==> src/rtl/adc_regfront_pkg.sv <==
package adc_regfront_pkg;

    localparam int unsigned ADDR_W = 8;
    localparam int unsigned DATA_W = 32;

    localparam logic [ADDR_W-1:0] OFS_STAT = 8'h00;
    localparam logic [ADDR_W-1:0] OFS_CTRL = 8'h08;
    localparam logic [ADDR_W-1:0] OFS_CFG  = 8'h0C;
    localparam logic [ADDR_W-1:0] OFS_SMP1 = 8'h14;
    localparam logic [ADDR_W-1:0] OFS_SMP2 = 8'h18;
    localparam logic [ADDR_W-1:0] OFS_PSEL = 8'h1C;
    localparam logic [ADDR_W-1:0] OFS_SEQ  = 8'h30;
    localparam logic [ADDR_W-1:0] OFS_DATA = 8'h40;
    localparam logic [ADDR_W-1:0] OFS_DSEL = 8'hC0;

    localparam int unsigned CB_EN    = 0;
    localparam int unsigned CB_DIS   = 1;
    localparam int unsigned CB_START = 2;
    localparam int unsigned CB_BOOST = 8;
    localparam int unsigned CB_REGEN = 28;
    localparam int unsigned CB_DPD   = 29;

    localparam int unsigned SB_RDY  = 0;
    localparam int unsigned SB_EOC  = 2;
    localparam int unsigned SB_VREG = 12;

    localparam int unsigned SEQ_CH_LSB = 6;
    localparam int unsigned SEQ_LEN_W  = 4;

    typedef struct packed {
        logic dpd;
        logic regen;
        logic boost;
        logic start;
        logic dis;
        logic en;
    } ctrl_t;

    function automatic ctrl_t unpack_ctrl(logic [DATA_W-1:0] d);
        ctrl_t c;
        c.dpd   = d[CB_DPD];
        c.regen = d[CB_REGEN];
        c.boost = d[CB_BOOST];
        c.start = d[CB_START];
        c.dis   = d[CB_DIS];
        c.en    = d[CB_EN];
        return c;
    endfunction

    function automatic logic [DATA_W-1:0] pack_ctrl(ctrl_t c);
        logic [DATA_W-1:0] d;
        d = '0;
        d[CB_DPD]   = c.dpd;
        d[CB_REGEN] = c.regen;
        d[CB_BOOST] = c.boost;
        d[CB_START] = c.start;
        d[CB_DIS]   = c.dis;
        d[CB_EN]    = c.en;
        return d;
    endfunction

    function automatic logic [DATA_W-1:0] pack_stat(logic vreg, logic eoc, logic rdy);
        logic [DATA_W-1:0] d;
        d = '0;
        d[SB_VREG] = vreg;
        d[SB_EOC]  = eoc;
        d[SB_RDY]  = rdy;
        return d;
    endfunction

endpackage

==> src/rtl/adc_delay_cnt.sv <==
module adc_delay_cnt #(
    parameter int unsigned DLY = 8
) (
    input  logic clk,
    input  logic rst,
    input  logic run,
    output logic done
);
    localparam int unsigned CNT_W = (DLY > 1) ? $clog2(DLY) : 1;
    localparam logic [CNT_W-1:0] LAST = CNT_W'(DLY - 1);

    logic [CNT_W-1:0] cnt;

    always_ff @(posedge clk) begin
        if (rst || !run) begin
            cnt  <= '0;
            done <= 1'b0;
        end else if (!done) begin
            if (cnt == LAST) begin
                done <= 1'b1;
            end else begin
                cnt <= cnt + 1'b1;
            end
        end
    end
endmodule

==> src/rtl/adc_power_seq.sv <==
module adc_power_seq
    import adc_regfront_pkg::*;
#(
    parameter int unsigned VREG_DLY = 8,
    parameter int unsigned RDY_DLY  = 4
) (
    input  logic  clk,
    input  logic  rst,
    input  logic  ctrl_wr,
    input  ctrl_t ctrl_wd,
    output logic  dpd,
    output logic  regen,
    output logic  boost,
    output logic  en,
    output logic  dis,
    output logic  vreg_rdy,
    output logic  adc_rdy
);
    localparam int unsigned NSTAGE = 2;

    logic [NSTAGE-1:0] stage_run;
    logic [NSTAGE-1:0] stage_done;

    assign stage_run[0] = regen & ~dpd;
    assign stage_run[1] = en & ~dis & vreg_rdy;
    assign vreg_rdy     = stage_done[0];
    assign adc_rdy      = stage_done[1];

    for (genvar i = 0; i < NSTAGE; i++) begin : g_stage
        adc_delay_cnt #(
            .DLY((i == 0) ? VREG_DLY : RDY_DLY)
        ) u_dly (
            .clk (clk),
            .rst (rst),
            .run (stage_run[i]),
            .done(stage_done[i])
        );
    end

    always_ff @(posedge clk) begin
        if (rst) begin
            dpd   <= 1'b1;
            regen <= 1'b0;
            boost <= 1'b0;
            en    <= 1'b0;
            dis   <= 1'b0;
        end else begin
            if (dis) begin
                dis <= 1'b0;
                en  <= 1'b0;
            end
            if (!vreg_rdy) begin
                en <= 1'b0;
            end
            if (ctrl_wr) begin
                dpd   <= ctrl_wd.dpd;
                regen <= ctrl_wd.regen & ~ctrl_wd.dpd;
                boost <= ctrl_wd.boost;
                if (ctrl_wd.en && vreg_rdy && !dis) begin
                    en <= 1'b1;
                end
                if (ctrl_wd.dis && en && !dis) begin
                    dis <= 1'b1;
                end
            end
        end
    end
endmodule

==> src/rtl/adc_conv_ctrl.sv <==
module adc_conv_ctrl #(
    parameter int unsigned NUM_CH = 20,
    parameter int unsigned RES_W  = 16,
    parameter int unsigned CH_W   = 5
) (
    input  logic             clk,
    input  logic             rst,
    input  logic             start_req,
    input  logic             adc_rdy,
    input  logic [CH_W-1:0]  chan,
    input  logic             conv_done,
    input  logic [RES_W-1:0] conv_result,
    input  logic             data_rd,
    output logic             busy,
    output logic             conv_start,
    output logic [CH_W-1:0]  conv_chan,
    output logic             eoc,
    output logic [RES_W-1:0] data
);
    logic chan_ok;
    assign chan_ok = 32'(chan) < NUM_CH;

    always_ff @(posedge clk) begin
        if (rst) begin
            busy       <= 1'b0;
            conv_start <= 1'b0;
            conv_chan  <= '0;
            eoc        <= 1'b0;
            data       <= '0;
        end else begin
            conv_start <= 1'b0;
            if (start_req && adc_rdy && !busy && chan_ok) begin
                busy       <= 1'b1;
                conv_start <= 1'b1;
                conv_chan  <= chan;
            end
            if (conv_done && busy) begin
                busy <= 1'b0;
                eoc  <= 1'b1;
                data <= conv_result;
            end else if (data_rd) begin
                eoc <= 1'b0;
            end
        end
    end
endmodule

==> src/rtl/adc_regfront.sv <==
module adc_regfront
    import adc_regfront_pkg::*;
#(
    parameter int unsigned NUM_CH   = 20,
    parameter int unsigned RES_W    = 16,
    parameter int unsigned VREG_DLY = 8,
    parameter int unsigned RDY_DLY  = 4
) (
    input  logic                        clk,
    input  logic                        rst,
    input  logic                        bus_wr,
    input  logic                        bus_rd,
    input  logic [ADDR_W-1:0]           bus_addr,
    input  logic [DATA_W-1:0]           bus_wdata,
    output logic [DATA_W-1:0]           bus_rdata,
    output logic                        conv_start,
    output logic [$clog2(NUM_CH)-1:0]   conv_chan,
    input  logic                        conv_done,
    input  logic [RES_W-1:0]            conv_result
);
    localparam int unsigned CH_W = $clog2(NUM_CH);

    logic             dpd, regen, boost, en, dis, vreg_rdy, adc_rdy;
    logic             busy, eoc;
    logic [RES_W-1:0] data;
    logic             ctrl_wr, data_rd;
    ctrl_t            ctrl_wd, ctrl_rd;

    logic [DATA_W-1:0]    cfg_q, smp1_q, smp2_q;
    logic [NUM_CH-1:0]    psel_q, dsel_q;
    logic [CH_W-1:0]      seq_ch_q;
    logic [SEQ_LEN_W-1:0] seq_len_q;
    logic [DATA_W-1:0]    rd_mux;

    assign ctrl_wr = bus_wr && (bus_addr == OFS_CTRL);
    assign data_rd = bus_rd && (bus_addr == OFS_DATA);
    assign ctrl_wd = unpack_ctrl(bus_wdata);

    always_ff @(posedge clk) begin
        if (rst) begin
            cfg_q     <= '0;
            smp1_q    <= '0;
            smp2_q    <= '0;
            psel_q    <= '0;
            dsel_q    <= '0;
            seq_ch_q  <= '0;
            seq_len_q <= '0;
        end else if (bus_wr) begin
            unique case (bus_addr)
                OFS_CFG:  cfg_q  <= bus_wdata;
                OFS_SMP1: smp1_q <= bus_wdata;
                OFS_SMP2: smp2_q <= bus_wdata;
                OFS_PSEL: psel_q <= bus_wdata[NUM_CH-1:0];
                OFS_DSEL: dsel_q <= bus_wdata[NUM_CH-1:0];
                OFS_SEQ: begin
                    seq_ch_q  <= bus_wdata[SEQ_CH_LSB +: CH_W];
                    seq_len_q <= bus_wdata[SEQ_LEN_W-1:0];
                end
                default: ;
            endcase
        end
    end

    adc_power_seq #(
        .VREG_DLY(VREG_DLY),
        .RDY_DLY (RDY_DLY)
    ) u_pwr (
        .clk     (clk),
        .rst     (rst),
        .ctrl_wr (ctrl_wr),
        .ctrl_wd (ctrl_wd),
        .dpd     (dpd),
        .regen   (regen),
        .boost   (boost),
        .en      (en),
        .dis     (dis),
        .vreg_rdy(vreg_rdy),
        .adc_rdy (adc_rdy)
    );

    adc_conv_ctrl #(
        .NUM_CH(NUM_CH),
        .RES_W (RES_W),
        .CH_W  (CH_W)
    ) u_conv (
        .clk        (clk),
        .rst        (rst),
        .start_req  (ctrl_wr && ctrl_wd.start),
        .adc_rdy    (adc_rdy),
        .chan       (seq_ch_q),
        .conv_done  (conv_done),
        .conv_result(conv_result),
        .data_rd    (data_rd),
        .busy       (busy),
        .conv_start (conv_start),
        .conv_chan  (conv_chan),
        .eoc        (eoc),
        .data       (data)
    );

    always_comb begin
        ctrl_rd.dpd   = dpd;
        ctrl_rd.regen = regen;
        ctrl_rd.boost = boost;
        ctrl_rd.start = busy;
        ctrl_rd.dis   = dis;
        ctrl_rd.en    = en;
    end

    always_comb begin
        rd_mux = '0;
        unique case (bus_addr)
            OFS_STAT: rd_mux = pack_stat(vreg_rdy, eoc, adc_rdy);
            OFS_CTRL: rd_mux = pack_ctrl(ctrl_rd);
            OFS_CFG:  rd_mux = cfg_q;
            OFS_SMP1: rd_mux = smp1_q;
            OFS_SMP2: rd_mux = smp2_q;
            OFS_PSEL: rd_mux[NUM_CH-1:0] = psel_q;
            OFS_DSEL: rd_mux[NUM_CH-1:0] = dsel_q;
            OFS_SEQ: begin
                rd_mux[SEQ_CH_LSB +: CH_W]  = seq_ch_q;
                rd_mux[SEQ_LEN_W-1:0]       = seq_len_q;
            end
            OFS_DATA: rd_mux[RES_W-1:0] = data;
            default: rd_mux = '0;
        endcase
    end

    always_ff @(posedge clk) begin
        if (rst) begin
            bus_rdata <= '0;
        end else if (bus_rd) begin
            bus_rdata <= rd_mux;
        end
    end
endmodule

==> config.mk <==
export PLATFORM = sky130hd
export DESIGN_NAME = adc_regfront
export DESIGN_NICKNAME = d
export VERILOG_FILES = /design/src/rtl/adc_regfront_pkg.sv /design/src/rtl/adc_delay_cnt.sv /design/src/rtl/adc_power_seq.sv /design/src/rtl/adc_conv_ctrl.sv /design/src/rtl/adc_regfront.sv
export SDC_FILE = /design/constraint.sdc
export NUM_CORES = 1
export LEC_CHECK = 0
export ABC_AREA = 1
export BUFFER_PORTS_ARGS = -buffer_cell sky130_fd_sc_hd__buf_2
export CORE_ASPECT_RATIO = 0.6
export CORE_MARGIN = 5
export CORE_UTILIZATION = 60
export CTS_CLUSTER_SIZE = 10
export DETAILED_ROUTE_END_ITERATION = 12
export GPL_ROUTABILITY_DRIVEN = 0
export GPL_TIMING_DRIVEN = 0
export PLACE_DENSITY_LB_ADDON = 0.15
export SYNTH_ARGS = -nofsm -noshare
export SYNTH_HDL_FRONTEND = slang
export SYNTH_SLANG_ARGS = --single-unit
export TNS_END_PERCENT = 5
==> constraint.sdc <==
create_clock -name clk -period 2.15 [get_ports clk]
set_clock_uncertainty 0.05 [all_clocks]
set_input_delay 0.215 -clock clk [delete_from_list [all_inputs] [get_ports clk]]
set_output_delay 0.215 -clock clk [all_outputs]
set_load 0.01 [all_outputs]
### Word-level counts from Yosys, hierarchy flattened

Cells that the tools add are included.
W data, S select, Z words.

| word-level totals | value |
|---|---|
| register bits | 213 |
| input bits | 61 |
| output and inout bits | 38 |
| logic and storage cells | 94 |

| cells by class | value |
|---|---|
| add/sub/neg operators | 2 |
| magnitude comparators | 1 |
| equal/unequal tests | 10 |
| mux-type cells | 18 |
| bitwise operators | 12 |
| reduce and logical (&&, ||, !) cells | 29 |

Operator list:

| kind | number |
|---|---|
| $pmux W12 S4 | 1 |
| $pmux W5 S8 | 1 |
| $pmux W4 S9 | 1 |
| $pmux W5 S7 | 1 |
| $eq A8 B5 Y1 const B | 3 |
| $pmux W4 S5 | 1 |
| $eq A8 B4 Y1 const B | 2 |
| $reduce_and A2 Y1 | 8 |
| $mux W1 | 12 |
| $pmux W2 S6 | 1 |
| $logic_and A1 B1 Y1 | 11 |
| $eq A8 B6 Y1 const B | 1 |
| $eq A8 B7 Y1 const B | 1 |
| $eq A8 B8 Y1 const B | 1 |
| $logic_not A8 Y1 | 1 |
| $not A1 Y1 | 8 |
| $lt A5 B5 Y1 const B | 1 |
| $and A1 B1 Y1 | 4 |
| $logic_not A1 Y1 | 4 |
| $reduce_or A2 Y1 | 2 |
| $add A3 B1 Y3 const B | 1 |
| $eq A3 B3 Y1 const B | 1 |
| $add A2 B1 Y2 const B | 1 |
| $eq A2 B2 Y1 const B | 1 |
| 2 further kinds | 3 |

### Longest topological paths before layout

Gate-level depths: netlist of the first run.

| logic depth | value |
|---|---|
| depth in word-level cells | 7 |
| gate-level depth with buffers | 10 |
| depth with buffers taken out | 9 |

### By module

A second synthesis of the first run with hierarchy kept.

| second synthesis, totals | value |
|---|---|
| cells, all modules | 1,269 |
| area total of the unflattened synthesis | 9,161.3 sq um |

By module, submodules not included:

| module | instances | cells an instance | area each (sq um) | sequential area each (sq um) |
|---|---|---|---|---|
| adc_regfront | 1 | 1,087 | 7,756.2 | 3,543.4 |
| adc_conv_ctrl | 1 | 114 | 893.4 | 480.5 |
| adc_power_seq | 1 | 27 | 197.7 | 100.1 |
| adc_delay_cnt at u_pwr.g_stage[0].u_dly | 1 | 24 | 183.9 | 80.1 |
| adc_delay_cnt at u_pwr.g_stage[1].u_dly | 1 | 17 | 130.1 | 60.1 |

### Least setup slack after synthesis of the first run

OpenSTA, ideal clock, no wires.

| timing path | value |
|---|---|
| kind | input to register |
| from | in bus_addr[5] |
| to | reg dsel_q[17] |
| library setup time | 0.119 ns |
| arrival time | 1.137 ns |
| required time | 1.981 ns |
| setup slack | 0.843 ns |
| cell stages on the path | 9 |
| buffers on the path | 1 |
| path through | inv_1 -> nand2_1 -> nor2_2 -> nand2_4 -> nor2_8 -> inv_2 -> buf_4 -> o21ai_0 -> a21oi_1 |

| between the ends | value |
|---|---|
| cells in the longest elaborated chain, start to end | 2 |

RTL lines:

| item | line | RTL |
|---|---|---|
| start, declared | adc_regfront.sv:13 | `input logic [ADDR_W-1:0] bus_addr,` |
| $eq A8 B8 Y1 | adc_regfront.sv:49 | `unique case (bus_addr)` |
| $reduce_and A2 Y1 (no source line) | - |  |
| end signal, assigned | adc_regfront.sv:54 | `OFS_DSEL: dsel_q <= bus_wdata[NUM_CH-1:0];` |
| end, declared | adc_regfront.sv:30 | `logic [NUM_CH-1:0] psel_q, dsel_q;` |

Every way passes these cells.
A chain may end at the register's enable or synchronous reset.

### Worst setup path in the final report of the first run

| timing path | value |
|---|---|
| from | reg u_conv.busy |
| to | reg u_conv.data[8] |

| between the ends | value |
|---|---|
| cells in the longest elaborated chain, start to end | 1 |

RTL lines:

| item | line | RTL |
|---|---|---|
| start, declared | adc_conv_ctrl.sv:14 | `output logic busy,` |
| start signal, assigned | adc_conv_ctrl.sv:25 | `busy <= 1'b0;` |
| start signal, assigned | adc_conv_ctrl.sv:33 | `busy <= 1'b1;` |
| start signal, assigned | adc_conv_ctrl.sv:38 | `busy <= 1'b0;` |
| $logic_and A1 B1 Y1 | adc_conv_ctrl.sv:37 | `if (conv_done && busy) begin` |
| end signal, assigned | adc_conv_ctrl.sv:40 | `data <= conv_result;` |
| end, declared | adc_conv_ctrl.sv:18 | `output logic [RES_W-1:0] data` |

Every way passes these cells.

==> results.py, run 1 <==
metrics = {
    "status": {
        "status": "finished clean",
    },
    "setup_path": {
        "r2r-start": "u_conv.busy$_SDFFE_PP0P_",
        "r2r_slack_ns": 0.42,
        "cp-end-kind": "flip-flop",
        "arrival_ns": 2.12,
        "path_class": "reg2reg",
        "crit_fanout": 10,
        "timing.rr.end": "u_conv.data[8]$_SDFFE_PP0P_",
        "ff2ff_path_depth": 5,
        "critical_path_required_ns": 2.54,
        "start_kind": "flip-flop",
    },
    "hold_path": {
        "hp-class": "in2reg",
        "hold-path-endpoint": "dsel_q[19]$_SDFFE_PP0P_",
        "worstHoldStart": "bus_wdata[19]",
        "hold_depth": 3,
    },
    "timing": {
        "slew_viol_final": 0,
        "rsz0062_at_grt": "false",
        "finalSetupTns_ns": 0,
        "min_period_ns": 1.73,
        "finalCritPeriodShare_pct": 80.5,
        "setup_violations": 0,
        "maxClockFrequency_mhz": 578,
        "slew_headroom_pct": 46.1,
        "hold_viol": 0,
        "tightest_slew_ns": 0.809,
        "setup_slack_ns": 0.419,
    },
    "global_routing": {
        "globalRouteMet1Util_pct": 47.5,
        "grt_overflow": 0,
        "busiest_layer": "met2",
        "antenna_found_initial": 1,
        "grt_pass1_vias": 8619,
        "met2_usage_pct": 48.1,
        "grt.met3_usage_pct": 9.32,
        "grt_usage_pct": 32.6,
        "grt_max_degree": 12,
        "grt_first_pass_wirelength_um": 46100,
    },
    "synthesis": {
        "synth_top_family_by_area": "simple AND/OR/NAND/NOR gates",
        "postSynthAreaPerCell_um2": 7.40,
        "seq_area_frac_synth_pct": 47.5,
        "synth-seq-cells": 213,
        "synth_compound_area_share_pct": 21.1,
        "syn_area_um2": 8980,
        "postSynthNetCount": 1278,
        "synth.area.mux_share_pct": 0,
        "synth_xor_area_share_pct": 0,
        "synthesis.instances": 1214,
        "synth_cell_types": 33,
        "yosys.area_share.simple_pct": 21.8,
        "synth_warnings": 0,
        "synthAdderAreaFrac_pct": 0.418,
    },
    "finish": {
        "fin_nets": 1441,
        "num_antenna_cells": 0,
        "areaGrowthSynthToFinish_pct": 19.6,
        "fillCellCount": 1172,
        "final_layout_size_suffix_gt1_share_pct": 14.8,
    },
    "clock_network": {
        "clk_pin_slew_ns": 0.06,
        "cts_tree": "done",
        "cts_made_buffers": 25,
        "clkLatencyLatePin_ns": 0.50,
        "clockBufferDepth": 3,
        "post_cts_buffers": 0,
        "cts_max_level": 1,
        "root_buffer": "clkbuf_16",
        "cts_num_sinks": 213,
    },
    "routing": {
        "drt-initial-drc-count": 1221,
        "wl_per_cell_um": 18.8,
        "vias_per_cell": 5.81,
        "drc": 0,
        "first_pass_iters": 6,
        "antenna_left": 0,
        "wl_um": 29600,
        "vias": 9141,
    },
    "power_and_ir_drop": {
        "peakVddDrop_mv": 0.500,
        "p_comb_share_pct": 5.6,
        "powerDensity_nw_per_um2": 742,
        "seqPwrFrac_pct": 49.8,
        "power.internal_mw": 6.15,
        "p_sw_mw": 1.82,
        "switching_share_pct": 22.8,
        "clockPowerShare_pct": 44.7,
        "leakage_nw": 4.37,
    },
    "placement": {
        "dp_slack_ns": 0.0768,
        "port_buffers": 96,
        "dpl.hpwl_um": 20900,
    },
    "floorplan": {
        "core_area_um2": 14600,
        "die-height_um": 105,
        "die_w_um": 168,
        "io_pins": 99,
        "rows": 34,
        "start_util_pct": 61.5,
        "dieArea_um2": 17600,
    },
    "job": {
        "cap_violations": 0,
    },
}
-- worst max path at each step --
stage,start,to,slack (ns),cells past startpoint
final,u_conv.busy$_SDFFE_PP0P_,u_conv.data[8]$_SDFFE_PP0P_,0.42,5
after global routing,u_conv.busy$_SDFFE_PP0P_,u_conv.data[8]$_SDFFE_PP0P_,0.27,5
after CTS,u_conv.busy$_SDFFE_PP0P_,u_conv.data[8]$_SDFFE_PP0P_,0.47,5
after detailed placement,rst,cfg_q[12]$_SDFFE_PP0P_,0.08,6
after global placement,rst,dsel_q[19]$_SDFFE_PP0P_,0.12,6
after floorplan,bus_addr[5],dsel_q[17]$_SDFFE_PP0P_,0.84,9
-- sequential cells by signal (all words and copies together), names as in the netlist, 16 cells and up --
name / count
cfg_q: 32
dsel_q: 20
psel_q: 20
bus_rdata: 32
smp1_q: 32
smp2_q: 32
u_conv.data: 16
-- layout by cell type (no fill, tap or decap), types with 8 or more instances in the layout --
| cell type | n |
|---|---|
| dfxtp_1 | 213 |
| nand2_1 | 167 |
| nor2_1 | 163 |
| o21ai_0 | 159 |
| a21oi_1 | 152 |
| buf_2 | 122 |
| inv_1 | 102 |
| nand3_1 | 86 |
| dlygate4sd3_1 | 40 |
| clkbuf_1 | 31 |
| o21ai_1 | 30 |
| clkbuf_16 | 25 |
| buf_4 | 10 |
| nand2_2 | 8 |
| inv_2 | 8 |
| o22ai_1 | 8 |
-- cells by family after synthesis --
family / count (synthesis)
AO/OA/AOI/OAI: 363
adder cells (fa/ha/maj): 3
buffers and inverters: 188
flip-flops: 213
AND/OR/NAND/NOR: 447
-- Yosys cell counts, drive strengths merged --
master  instances  area [um2]
dfxtp         213        4260
o21ai         189         946
nand2         178         711
nor2          174         756
a21oi         152         761
inv           111         419
nand3          88         458
buf            44         280
clkbuf         32         121
o211ai          9        92.6
o22ai           8        50.1
nor3            5        25.0
a211oi          3        27.5
ha              3        37.5
nand4           2        12.5
o21a            2        15.0
clkinv          1        3.75
-- metal layers --
layer	vias to the layer above	routed length, um
met1	4195	12600
met5	-	46
met4	2	653
met2	577	12300
met3	66	4030
li1	4301	-
-- metrics by stage --
stage | instances | instance area (um2) | hold WS [ns] | utilization (%) | power [mW]
after CTS | 1574 | 10700 | 0.00272 | 73.6 | 7.93
after global placement | 1508 | 9710 | 0.382 | 66.5 | 4.41
after detailed placement | 1508 | 9710 | 0.386 | 66.5 | 4.42
after global routing | 1574 | 10700 | 0.00524 | 73.6 | 8.13
final | 1574 | 10700 | 0.0119 | 73.6 | 7.97
after floorplan | 1214 | 8980 | 0.296 | - | 4.23
-- what timing repair did --
item                      in CTS  in global routing
hold buffers                  40                  0
hold endpoints to repair      70                  0
resized for setup              0                  0
-- power by group through the flow --
| stage | logic (mW) | clock network (mW) | registers (mW) |
|---|---|---|---|
| global placement | 0.363 | 0 | 4.05 |
| finish | 0.443 | 3.56 | 3.97 |
| global route | 0.471 | 3.70 | 3.96 |
| floorplan | 0.174 | 0 | 4.05 |
| detailed placement | 0.367 | 0 | 4.05 |
| CTS | 0.425 | 3.54 | 3.97 |
-- worst max-delay path: stages, from the launching register on --
cell,delay [ns]
dfxtp_1,0.35
nand2_1,0.26
inv_1,0.29
clkbuf_1,0.51
nor2_1,0.08
nor2_1,0.13
-- area by class of cell --
type	instances	area, um2	area share, %
clock inverters	1	8.76	0.0815
clock buffers	25	626	5.82
well taps	198	248	2.31
plain buffers	76	402	3.74
multi-input cells	813	3890	36.2
flip-flops and latches	213	4260	39.7
inverters	112	423	3.94
repair buffers	136	881	8.20
Note: power is estimated with default switching activity, not from simulation.
==> inputs of run 2 (changes only) <==
Settings changed: CORE_UTILIZATION 60 to 58.
Clock period 2.15 ns to 1.8 ns, I/O delays scaled along.
==> results.py, run 2 (synthesis results as in run 1) <==
metrics = {
    "routing": {
        "wl_per_cell_um": 18.9,
        "first_pass_iters": 6,
        "drt-initial-drc-count": 1264,
        "drc": 0,
        "wl_um": 30000,
        "vias_per_cell": 5.77,
        "vias": 9144,
        "antenna_left": 0,
    },
    "timing": {
        "finalCritPeriodShare_pct": 95.3,
        "setup_violations": 0,
        "tightest_slew_ns": 0.838,
        "finalSetupTns_ns": 0,
        "rsz0062_at_grt": "false",
        "maxClockFrequency_mhz": 583,
        "setup_slack_ns": 0.0843,
        "slew_viol_final": 0,
        "hold_slack_ns": 0.0231,
        "hold_viol": 0,
        "min_period_ns": 1.72,
        "slew_headroom_pct": 44.2,
    },
    "clock_network": {
        "root_buffer": "clkbuf_16",
        "cts_tree": "done",
        "clk_pin_slew_ns": 0.06,
        "cts_num_sinks": 213,
        "cts_resized": 0,
        "cts_max_level": 1,
        "clockBufferDepth": 3,
        "clkLatencyLatePin_ns": 0.51,
        "cts_made_buffers": 25,
    },
    "placement": {
        "place_area_um2": 9710,
        "port_buffers": 96,
        "dpl.hpwl_um": 21000,
        "dp_slack_ns": -0.240,
    },
    "global_routing": {
        "grt_usage_pct": 32.3,
        "grt_first_pass_wirelength_um": 45900,
        "grt_max_degree": 12,
        "grt_pass1_vias": 8396,
        "grt_overflow": 0,
        "antenna_found_initial": 0,
    },
    "finish": {
        "design_area_um2": 10800,
        "num_antenna_cells": 0,
        "utilization_pct": 70.8,
        "fillCellCount": 1284,
        "fin_nets": 1447,
        "mostFrequentLayoutCells": "213 x dfxtp_1, 167 x nand2_1, 163 x nor2_1, 159 x o21ai_0, 152 x a21oi_1",
        "final_layout_size_suffix_gt1_share_pct": 14.8,
        "areaGrowthSynthToFinish_pct": 20.5,
        "final_common_cell": "dfxtp_1",
    },
    "floorplan": {
        "io_pins": 99,
        "core_area_um2": 15300,
        "rows": 35,
        "die-height_um": 106,
        "die_w_um": 171,
        "dieArea_um2": 18200,
        "start_util_pct": 58.8,
    },
    "setup_path": {
        "r2r_slack_ns": 0.30,
        "arrival_ns": 2.10,
        "path_class": "in2reg",
        "start_kind": "input port",
        "crit_fanout": 10,
        "cp-end-kind": "flip-flop",
        "critical_path_required_ns": 2.18,
    },
    "job": {
        "cap_violations": 0,
    },
    "power_and_ir_drop": {
        "powerDensity_nw_per_um2": 884,
        "leakage_nw": 4.40,
        "peakVddDrop_mv": 0.696,
    },
    "hold_path": {
        "hp-class": "in2reg",
    },
    "status": {
        "status": "finished clean",
    },
}
-- run 2: cell count changes in the layout (fill, tap and decap cells not counted), sizes merged --
cell	change
dlygate4sd3	+7
clkinv	+1
inv	-1
-- run 2: cell type report --
type	count	area, um2	area share, %
Clock buffer	26	629	5.82
Timing Repair Buffer	143	951	8.79
Clock inverter	1	8.76	0.0810
Inverter	112	423	3.91
Multi-Input combinational cell	813	3890	36.0
Tap cell	203	254	2.35
Sequential cell	213	4260	39.4
Buffer	75	398	3.68
-- run 2: layer usage --
metal / vias to the layer above / GRT usage [%] / share of wire [%]
met1: 4259 / 48.3 / 43
met5: - / 0 / 0
li1: 4303 / - / -
met2: 530 / 46.5 / 41
met4: 0 / 6.72 / 2.0
met3: 52 / 8.84 / 14
-- run 2: worst paths after layout --
path / from / to / cells after the start
max: rst / cfg_q[12]$_SDFFE_PP0P_ / 6
min: bus_wdata[8] / cfg_q[8]$_SDFFE_PP0P_ / 3
max reg2reg: u_conv.busy$_SDFFE_PP0P_ / u_conv.data[9]$_SDFFE_PP0P_ / 4
min reg2reg: smp1_q[13]$_SDFFE_PP0P_ / smp1_q[13]$_SDFFE_PP0P_ / 2
-- run 2: report_power, final --
| part | internal [mW] | total [mW] | leakage (nW) | switching, mW |
|---|---|---|---|---|
| sequential | 4.73 | 4.74 | 1.72 | 0.00675 |
| clock | 2.44 | 4.28 | 0.313 | 1.84 |
| combinational | 0.186 | 0.546 | 2.37 | 0.361 |
-- run 2: per-stage QoR --
stage / std cells / total power, mW
2_1_floorplan: 1214 / 5.05
3_3_place_gp: 1513 / 5.27
3_5_place_dp: 1513 / 5.28
4_1_cts: 1587 / 9.54
5_1_grt: 1586 / 9.81
6_report: 1586 / 9.56
-- run 2: critical path, cell delays in order --
cell and delay [ns]:
buf_2 0.13, inv_1 0.16, clkbuf_1 0.61, clkbuf_1 0.62, o21ai_0 0.23, nor2_1 0.16
-- run 2: repair_timing --
action                                 CTS  global route
setup endpoints to repair                0             9
hold buffers                            47             0
setup buffers                            0             0
endpoints found under the hold margin  121             0
